`src/rtl/trig_pkg.sv`:
```
package trig_pkg;

    typedef enum logic {
        MODE_NORMAL = 1'b0,
        MODE_FAST   = 1'b1
    } trig_mode_e;

endpackage

```
`src/rtl/trig_edge_pick.sv`:
```
// Selects the two lowest-numbered set bits of a candidate mask as one-hot vectors.
module trig_edge_pick #(
    parameter int W = 16
) (
    input  logic [W-1:0] cand,
    output logic [W-1:0] pick0,
    output logic [W-1:0] pick1
);

    logic [W-1:0] rest;

    always_comb begin
        pick0 = cand & (~cand + W'(1));
        rest  = cand & ~pick0;
        pick1 = rest & (~rest + W'(1));
    end

endmodule

```
`src/rtl/trig_cond.sv`:
```
// Combinational evaluation of one sample against the programmed conditions.
module trig_cond
    import trig_pkg::*;
#(
    parameter int W     = 16,
    parameter int SEL_W = 8,
    parameter int PIN_W = 3
) (
    input  logic [W-1:0]     cur,
    input  logic [W-1:0]     prev,
    input  logic             has_prev,
    input  logic [W-1:0]     lvl_value,
    input  logic [W-1:0]     lvl_mask,
    input  logic [W-1:0]     rise_mask,
    input  logic [W-1:0]     fall_mask,
    input  trig_mode_e       mode,
    input  logic [SEL_W-1:0] fast_sel,
    output logic             hit
);

    logic [W-1:0] rise_ev;
    logic [W-1:0] fall_ev;
    logic [W-1:0] pick0;
    logic [W-1:0] pick1;
    logic [W-1:0] watched;

    for (genvar p = 0; p < W; p++) begin : g_pin
        assign rise_ev[p] = rise_mask[p] & ~prev[p] &  cur[p];
        assign fall_ev[p] = fall_mask[p] &  prev[p] & ~cur[p];
    end

    trig_edge_pick #(.W(W)) u_pick (
        .cand  (rise_mask | fall_mask),
        .pick0 (pick0),
        .pick1 (pick1)
    );

    logic             lvl_ok;
    logic             edge_ok;
    logic             normal_hit;
    logic [PIN_W-1:0] fpin;
    logic             fpol;
    logic             fast_rise;
    logic             fast_fall;
    logic             fast_hit;

    always_comb begin
        watched    = pick0 | pick1;
        lvl_ok     = ((cur & lvl_mask) == lvl_value);
        if (pick0 == '0) begin
            edge_ok = 1'b1;
        end else begin
            edge_ok = has_prev & (|(watched & (rise_ev | fall_ev)));
        end
        normal_hit = lvl_ok & edge_ok;

        fpin      = fast_sel[PIN_W-1:0];
        fpol      = fast_sel[PIN_W];
        fast_rise = ~prev[fpin] &  cur[fpin];
        fast_fall =  prev[fpin] & ~cur[fpin];
        fast_hit  = has_prev & (fpol ? fast_fall : fast_rise);

        hit = (mode == MODE_FAST) ? fast_hit : normal_hit;
    end

endmodule

```
`src/rtl/trig_depth.sv`:
```
// Scales a percentage to a full-scale depth value, clamping above full scale.
module trig_depth #(
    parameter int RATIO_W    = 7,
    parameter int DEPTH_W    = 8,
    parameter int FULL_SCALE = 100
) (
    input  logic [RATIO_W-1:0] ratio,
    output logic [DEPTH_W-1:0] depth
);

    localparam int PROD_W    = RATIO_W + DEPTH_W;
    localparam int DEPTH_MAX = (1 << DEPTH_W) - 1;

    logic [RATIO_W-1:0] r_clamp;
    logic [PROD_W-1:0]  prod;
    logic [PROD_W-1:0]  quot;

    always_comb begin
        r_clamp = (ratio > RATIO_W'(FULL_SCALE)) ? RATIO_W'(FULL_SCALE) : ratio;
        prod    = PROD_W'(r_clamp) * PROD_W'(DEPTH_MAX);
        quot    = prod / PROD_W'(FULL_SCALE);
        depth   = quot[DEPTH_W-1:0];
    end

endmodule

```
`src/rtl/trig_detect.sv`:
```
module trig_detect
    import trig_pkg::*;
#(
    parameter int SMP_W      = 16,
    parameter int IDX_W      = 24,
    parameter int SEL_W      = 8,
    parameter int PIN_W      = 3,
    parameter int RATIO_W    = 7,
    parameter int DEPTH_W    = 8,
    parameter int FULL_SCALE = 100
) (
    input  logic               clk,
    input  logic               rst_n,
    input  logic               arm,
    input  logic               smp_valid,
    input  logic [SMP_W-1:0]   smp_data,
    input  logic [SMP_W-1:0]   lvl_value,
    input  logic [SMP_W-1:0]   lvl_mask,
    input  logic [SMP_W-1:0]   rise_mask,
    input  logic [SMP_W-1:0]   fall_mask,
    input  logic               fast_mode,
    input  logic [SEL_W-1:0]   fast_sel,
    input  logic [RATIO_W-1:0] capture_ratio,
    output logic               trig_pulse,
    output logic               triggered,
    output logic [IDX_W-1:0]   trig_index,
    output logic [DEPTH_W-1:0] post_depth
);

    typedef struct packed {
        logic               armed;
        logic               fired;
        logic               pulse;
        logic               has_prev;
        logic [SMP_W-1:0]   prev;
        logic [IDX_W-1:0]   cnt;
        logic [IDX_W-1:0]   idx;
        logic [DEPTH_W-1:0] depth;
    } state_t;

    state_t     st_d;
    state_t     st_q;
    trig_mode_e mode;
    logic       hit;
    logic [DEPTH_W-1:0] depth_calc;

    assign mode = fast_mode ? MODE_FAST : MODE_NORMAL;

    trig_cond #(
        .W     (SMP_W),
        .SEL_W (SEL_W),
        .PIN_W (PIN_W)
    ) u_cond (
        .cur       (smp_data),
        .prev      (st_q.prev),
        .has_prev  (st_q.has_prev),
        .lvl_value (lvl_value),
        .lvl_mask  (lvl_mask),
        .rise_mask (rise_mask),
        .fall_mask (fall_mask),
        .mode      (mode),
        .fast_sel  (fast_sel),
        .hit       (hit)
    );

    trig_depth #(
        .RATIO_W    (RATIO_W),
        .DEPTH_W    (DEPTH_W),
        .FULL_SCALE (FULL_SCALE)
    ) u_depth (
        .ratio (capture_ratio),
        .depth (depth_calc)
    );

    always_comb begin
        st_d       = st_q;
        st_d.pulse = 1'b0;
        st_d.depth = depth_calc;
        if (arm) begin
            st_d.armed    = 1'b1;
            st_d.fired    = 1'b0;
            st_d.has_prev = 1'b0;
            st_d.cnt      = '0;
            st_d.idx      = '0;
        end else if (smp_valid && st_q.armed && !st_q.fired) begin
            if (hit) begin
                st_d.fired = 1'b1;
                st_d.pulse = 1'b1;
                st_d.idx   = st_q.cnt;
            end
            st_d.prev     = smp_data;
            st_d.has_prev = 1'b1;
            st_d.cnt      = st_q.cnt + IDX_W'(1);
        end
    end

    always_ff @(posedge clk or negedge rst_n) begin
        if (!rst_n) begin
            st_q <= '0;
        end else begin
            st_q <= st_d;
        end
    end

    assign trig_pulse = st_q.pulse;
    assign triggered  = st_q.fired;
    assign trig_index = st_q.idx;
    assign post_depth = st_q.depth;

endmodule

```
`config.mk`:
```
export PLATFORM = sky130hd
export DESIGN_NAME = trig_detect
export DESIGN_NICKNAME = d
export VERILOG_FILES = /design/src/rtl/trig_pkg.sv /design/src/rtl/trig_edge_pick.sv /design/src/rtl/trig_cond.sv /design/src/rtl/trig_depth.sv /design/src/rtl/trig_detect.sv
export SDC_FILE = /design/constraint.sdc
export NUM_CORES = 1
export LEC_CHECK = 0
export ABC_AREA = 1
export BUFFER_PORTS_ARGS = -buffer_cell sky130_fd_sc_hd__buf_4
export CORE_MARGIN = 8
export CORE_UTILIZATION = 30
export DETAILED_ROUTE_END_ITERATION = 8
export GPL_TIMING_DRIVEN = 0
export PLACE_DENSITY = 0.55
export SLEW_MARGIN = 20
export SYNTH_ARGS = -nofsm -noshare
export SYNTH_HDL_FRONTEND = slang
export SYNTH_HIERARCHICAL = 1
export SYNTH_SLANG_ARGS = --single-unit
```
`constraint.sdc`:
```
create_clock -name clk -period 1.58 [get_ports clk]
set_input_delay 0.237 -clock clk [delete_from_list [all_inputs] [get_ports clk]]
set_output_delay 0.237 -clock clk [all_outputs]
set_load 0.02 [all_outputs]
```
* After elaboration in Yosys (flattened, before gate mapping)
Index checks and enable logic that the tools add are counted.
** Word-level totals
- Bits in registers :: 76
- Word-level logic and storage cells :: 156
- Output and inout bits :: 34
** Operators by class
- Bitwise gates (word level) :: 115
- Order comparisons :: 2
- Equal/unequal tests :: 1
- Reductions and logical operators :: 9
- Muxes and demuxes :: 16
- Multipliers :: 1
- Div/mod/pow operators :: 1
- $add $sub $neg :: 3
** Operators by type and width (number)
- AND 16 bit :: 5
- AND 1 bit :: 69
- two-way mux 67 bit :: 1
- two-way mux 48 bit :: 1
- inverter 16 bit :: 3
- OR 16 bit :: 3
- inverter 1 bit :: 35
- adder 16 x 1 -> 16 bit, second input constant :: 2
- adder 24 x 1 -> 24 bit, second input constant :: 1
- two-way mux 24 bit :: 1
- == test 16 bit :: 1
- zero test 16 bit :: 1
- OR reduction 16 bit :: 1
- divider 15 x 7 -> 15 bit, second input constant :: 1
- multiplier 7 x 8 -> 15 bit, second input constant :: 1
- two-way mux 1 bit :: 9
- greater-than comparator 7 bit, second input constant :: 1
- two-way mux 7 bit :: 1
- binary-select mux 1 bit (select 3 bit) :: 2
- less-than comparator 3 x 5 -> 1 bit, second input constant :: 1
- AND reduction 2 bit :: 2
- nonzero test 2 bit :: 2
- logical AND 1 bit :: 2
- two-way mux 2 bit :: 1
- zero test 1 bit :: 1

* Depth between registers and ports, before layout
- Depth in word-level cells :: 19
- Depth in mapped cells :: 64
- Depth with buffers taken out :: 64

* Hierarchy
Netlist, hierarchy kept.
** By module, submodules not included
- trig_detect :: times used 1, cells each 438, area each 3617.2 um^2
- trig_depth :: times used 1, cells each 469, area each 2855.2 um^2
- trig_cond :: times used 1, cells each 250, area each 1171.1 um^2
- trig_edge_pick :: times used 1, cells each 122, area each 559.3 um^2

* Worst setup path after synthesis
No wires, ideal clock.
- Path kind :: input-to-reg
- From :: in capture_ratio[0]
- To :: reg st_q, in the netlist post_depth[0]
- Stages :: 53
- Data arrival time :: 6877 ps
- Buffers on the path :: 0
- Library setup time :: 115 ps
- Required time :: 1465 ps
- Path slack :: -5413 ps
- Path through :: o21ai_0 -> nand3_1 -> nand3_1 -> inv_1 -> nor2_1 -> inv_1 -> fa_1 -> fa_1 -> inv_1 -> fa_1 -> inv_1 -> fa_1 -> inv_1 -> ha_1 -> nand2_1 -> nand2_1 -> nand2_1 -> nand2_1 -> [... 17 more ...] -> nand2_1 -> nand2_2 -> nor2_2 -> nand2_2 -> nand2_4 -> nand2_2 -> nand2_2 -> nor2_4 -> nand2_2 -> nand2_4 -> nand2_2 -> nand2_2 -> nor2_2 -> nand2_1 -> nand3_1 -> nand2_1 -> nand3_2 -> nand2_2
** On the way
- Cells in the longest elaborated chain, start to end :: 4
** Ends and longest elaborated chain
- start: declaration :: RTL line trig_detect.sv:23 : input logic [RATIO_W-1:0] capture_ratio,
- greater-than comparator 7 bit :: RTL line trig_depth.sv:19 : r_clamp = (ratio > RATIO_W'(FULL_SCALE)) ? RATIO_W'(FULL_SCALE) : ratio;
- two-way mux 7 bit (*) :: RTL line trig_depth.sv:19
- multiplier 7 x 8 -> 15 bit (*) :: RTL line trig_depth.sv:20 : prod = PROD_W'(r_clamp) * PROD_W'(DEPTH_MAX);
- divider 15 x 7 -> 15 bit (*) :: RTL line trig_depth.sv:21 : quot = prod / PROD_W'(FULL_SCALE);
- named net depth_calc[0] :: RTL line trig_detect.sv:45 : logic [DEPTH_W-1:0] depth_calc;
- end signal: assignment :: RTL line trig_detect.sv:101 : st_q <= st_d;
- end: declaration :: RTL line trig_detect.sv:42 : state_t st_q;
The timed path passes the listed nets; every way through them passes the cells marked *.
A chain may end at the register's enable or synchronous reset.

* Worst setup path after layout
- From :: in capture_ratio[1]
- To :: reg st_q, in the netlist post_depth[0]
Same word-level chain as after synthesis.

==> impl.org <==
** Setup path
- STA classifies the critical path startpoint as a primary input.
- The slowest stage of the critical path is the sky130_fd_sc_hd__fa_1 cell.
- Maximum single-stage delay on the critical path :: 0.52 ns
- For the worst setup path, the data required time is around 1.9 ns.
- Data on the critical path arrives at its endpoint at about 7.4 ns.
- Measured in cells, the most critical reg-to-reg path has a length of 12.
- Number of cells on the critical path :: 61
- Along the worst path, the maximum fanout reaches 6.
- The startpoint identified for the worst register-to-register timing path is st_q[60].
- The endpoint identified for the worst register-to-register timing path is trig_index[17].
- Critical path start-end classification :: primary input to flop
- R2R Setup Slk :: -0.23 ns
- Counting both buffers and inverters, the worst setup path holds a total of 11.
- In this design, the critical path's most frequently occurring cell is sky130_fd_sc_hd__nand2_4.
- The most critical setup path has its startpoint at capture_ratio[1].
- Top delay family on crit path :: simple AND/OR/NAND/NOR gates
- STA classifies the critical path endpoint as a flop.
- Critical path destination :: post_depth[0]

** Finish
- 0 antenna diodes ended up in the layout.
- From synthesis to final layout, the design area changed by 43.8%.
- For this run, the post-layout net count is between 1.5k and 2k.
- Fraction of final layout cells sized beyond drive strength 1 :: approximately 38%

** Worst hold path
- The worst hold path belongs to the class primary input to flop.
- Counting instances, the worst hold path has a depth of 2.

** STA
- Slew HR :: 51.2%
- Minimum setup slack in the final design :: -5.55 ns
- Post-route clock period utilization :: 451%
- The hold violation count in the final report is 0.
- Finish-stage setup viols :: 34
- Max-slew violation total from the final report :: 0
- Setup repair after global routing could not meet its margin everywhere.
- The tightest hold path in the finished design has a slack of ~0.13 ns.
- Transition at the pin with the smallest max-transition slack :: ~0.73 ns
- Maximum clock frequency :: roughly 0.14 GHz
- Clock Skews :: around 0.012 ns
- Time the worst path needs with I/O delays and setup :: between 7 and 8 ns

** Drt
- The first TritonRoute pass finished after 5 iterations.
- Routed Wire Length :: 24500 µm
- Detailed-route DRC error count :: 0
- Via density :: between 4 and 5
- Once detail routing completed, the nets flagged for antenna violations numbered 0.
- Count of vias placed by the detailed router :: 8466
- DRC violation total after the first TritonRoute iteration :: 462
- DR WL/cell :: around 13 µm

** Synth
- For this run, the register share of the synthesized area comes to between 20% and 30%.
- In this run the cell area of the synthesized design comes to between 8000 and 9000 µm².
- Synthesis produced between 1k and 1.5k cells.
- YS warnings :: 6
- The synthesized design contains 76 register bits.
- Unique cell type count in the Yosys netlist :: 46
- Each instance of the synthesized netlist takes up on average 6.41 µm².
- The number of nets handed over by synthesis was around 1.4k.

** Global routing
- First-pass GRT wire length :: 40300 µm
- Entering global routing, the biggest net connects 77 pins.
- The via count of the first global-routing pass is roughly 8.3k.
- Initial antenna violation count :: 0
- Met1 routing resource usage after global routing :: roughly 18%
- Global routing used about 15% of the available tracks.
- Met3 GRT Util :: about 2.0%
- Peak-usage layer in the global routing report :: met2
- For met2 alone, demand over resource in global routing was 25.8%.
- Global routing finished with a remaining overflow of 0.

** Die
- Measured along the y axis, the die boundary spans between 150 and 200 µm.
- Initial core utilization :: 30.5%
- DIE WIDTH :: roughly 180 µm
- The floorplan step defined a die boundary enclosing around 33000 µm².
- Site Rows :: 60
- Number of placed I/O pins :: approximately 130
- Standard cell core area :: 26900 µm²

** Clock network
- H-Tree Depth :: 3
- Maximum buffer depth of the clock tree :: 2
- The tree built by TritonCTS fans out to 76 sinks.
- The tree is rooted in a sky130_fd_sc_hd__clkbuf_16.
- CTS tree :: built
- Source-to-sink clock delay at the later pin of the worst-skew pair :: between 0.3 and 0.4 ns
- Clock input transition at the sequential cells of the worst setup and hold paths :: 0.07 ns
- Buffers inserted during clock tree synthesis total 9.

** Placement
- Port buffer count :: about 130
- Final GP Congestion :: about 0.86
- DPL Wire Length :: 19000 µm

** Run status
- The run finished, with violations left.
- The final reports fail on setup timing.

** Job
- Across the run, the number of max-cap violations was 0.
## through the flow
| stage | instances | util [%] | setup TNS, ns | worst slack, ns | instance area, µm² |
|---|---|---|---|---|---|
| detailed placement | 1749 | 36.9 | -72.11 | -6.07 | 9920 |
| floorplan | 1279 | - | -51.79 | -5.17 | 8520 |
| finish | 1840 | 43.9 | -57.15 | -5.55 | 11800 |
| global route | 1840 | 43.9 | -63.78 | -6.00 | 11800 |
| CTS | 1813 | 41.2 | -56.77 | -5.39 | 11100 |
| global placement | 1749 | 36.9 | -70.79 | -5.97 | 9920 |
## Yosys cell counts (all sizes together)
cell type	instances	area (µm²)
buf	45	334
nand4	29	219
xor2	6	60.1
fa	19	380
o211ai	7	52.6
nor2	137	629
ha	36	450
o2111ai	1	8.76
xnor2	7	61.3
a2bb2oi	1	8.76
conb	1	3.75
nand3	122	663
a21oi	32	164
clkbuf	5	20.0
nand2	428	1800
dfrtp	76	1900
clkinv	2	7.51
nor3b	3	22.5
a31oi	1	6.26
inv	217	815
o22ai	1	6.26
o21ai	45	244
nor4	4	25.0
or2	36	225
o21bai	1	7.51
nand3b	1	7.51
nor3	15	75.1
a21boi	1	7.51
## what timing repair did
action | 4_1_cts | 5_1_grt
hold buffers | 0 | 1
cloned | 3 | 0
pin swaps | 91 | 101
endpoints found under the hold margin | 0 | 1
setup endpoints to repair | 44 | 47
setup buffers | 45 | 26
gates resized for setup | 107 | 122
## how the worst min path moves through the flow
stage,from,end
2_1_floorplan,rst_n,post_depth[0]
3_3_place_gp,st_q[71],st_q[71]
3_5_place_dp,smp_data[10],st_q[66]
4_1_cts,rst_n,trig_index[21]
5_1_grt,arm,triggered
6_report,arm,triggered
## sequential cells by signal (all words and copies together) (netlist names)
name	cells
trig_index	24
st_q	42
triggered	1
trig_pulse	1
post_depth	8
## kinds of logic after synthesis
kind of cell | share of synthesized area, %
xor+xnor | 1.48
fa+ha+maj | 10.1
compound gates | 6.16
other cells | 0.0457
buf+inv | 14.3
simple gates | 44.7
flops | 23.2
## final cells by class
class	instances	area, µm²
clock buffers	10	239
clock inverters	6	93.8
multi-input cells	934	6210
fillers	2798	15100
flip-flops and latches	76	1900
repair buffers	204	1690
well taps	341	427
plain buffers	50	397
inverters	219	838
## layout by cell type (no fill, tap or decap), types with 4 or more instances in the layout
cell type / instances
sky130_fd_sc_hd__a21oi_1: 28
sky130_fd_sc_hd__xor2_1: 4
sky130_fd_sc_hd__inv_2: 23
sky130_fd_sc_hd__inv_1: 189
sky130_fd_sc_hd__nand2_1: 314
sky130_fd_sc_hd__dfrtp_1: 75
sky130_fd_sc_hd__nand2_8: 6
sky130_fd_sc_hd__inv_4: 6
sky130_fd_sc_hd__o21ai_1: 21
sky130_fd_sc_hd__nor2_2: 16
sky130_fd_sc_hd__ha_1: 31
sky130_fd_sc_hd__fa_1: 15
sky130_fd_sc_hd__or2_2: 20
sky130_fd_sc_hd__ha_4: 5
sky130_fd_sc_hd__nor2_1: 90
sky130_fd_sc_hd__or2_4: 14
sky130_fd_sc_hd__buf_6: 21
sky130_fd_sc_hd__nand3_2: 39
sky130_fd_sc_hd__a21oi_2: 4
sky130_fd_sc_hd__xnor2_1: 7
sky130_fd_sc_hd__nor2_4: 31
sky130_fd_sc_hd__o21ai_2: 5
sky130_fd_sc_hd__nand2_2: 66
sky130_fd_sc_hd__nand4_1: 23
sky130_fd_sc_hd__nand3_4: 14
sky130_fd_sc_hd__o211ai_1: 7
sky130_fd_sc_hd__nand2_4: 42
sky130_fd_sc_hd__buf_4: 213
sky130_fd_sc_hd__clkbuf_16: 9
sky130_fd_sc_hd__nor3_1: 13
sky130_fd_sc_hd__o21ai_0: 16
sky130_fd_sc_hd__nand4_4: 6
sky130_fd_sc_hd__buf_8: 6
sky130_fd_sc_hd__clkbuf_1: 4
sky130_fd_sc_hd__fa_2: 4
sky130_fd_sc_hd__nand3_1: 69
sky130_fd_sc_hd__nor4_1: 4
## layer usage
layer,wire [µm],vias to the layer above
met2,12100,169
met5,0,-
met3,867,35
li1,-,4388
met1,11000,3874
met4,597,0
Power is left out: the tool's default activity adds up to more than one toggle a clock period on the data nets, which glitch-free logic cannot reach.
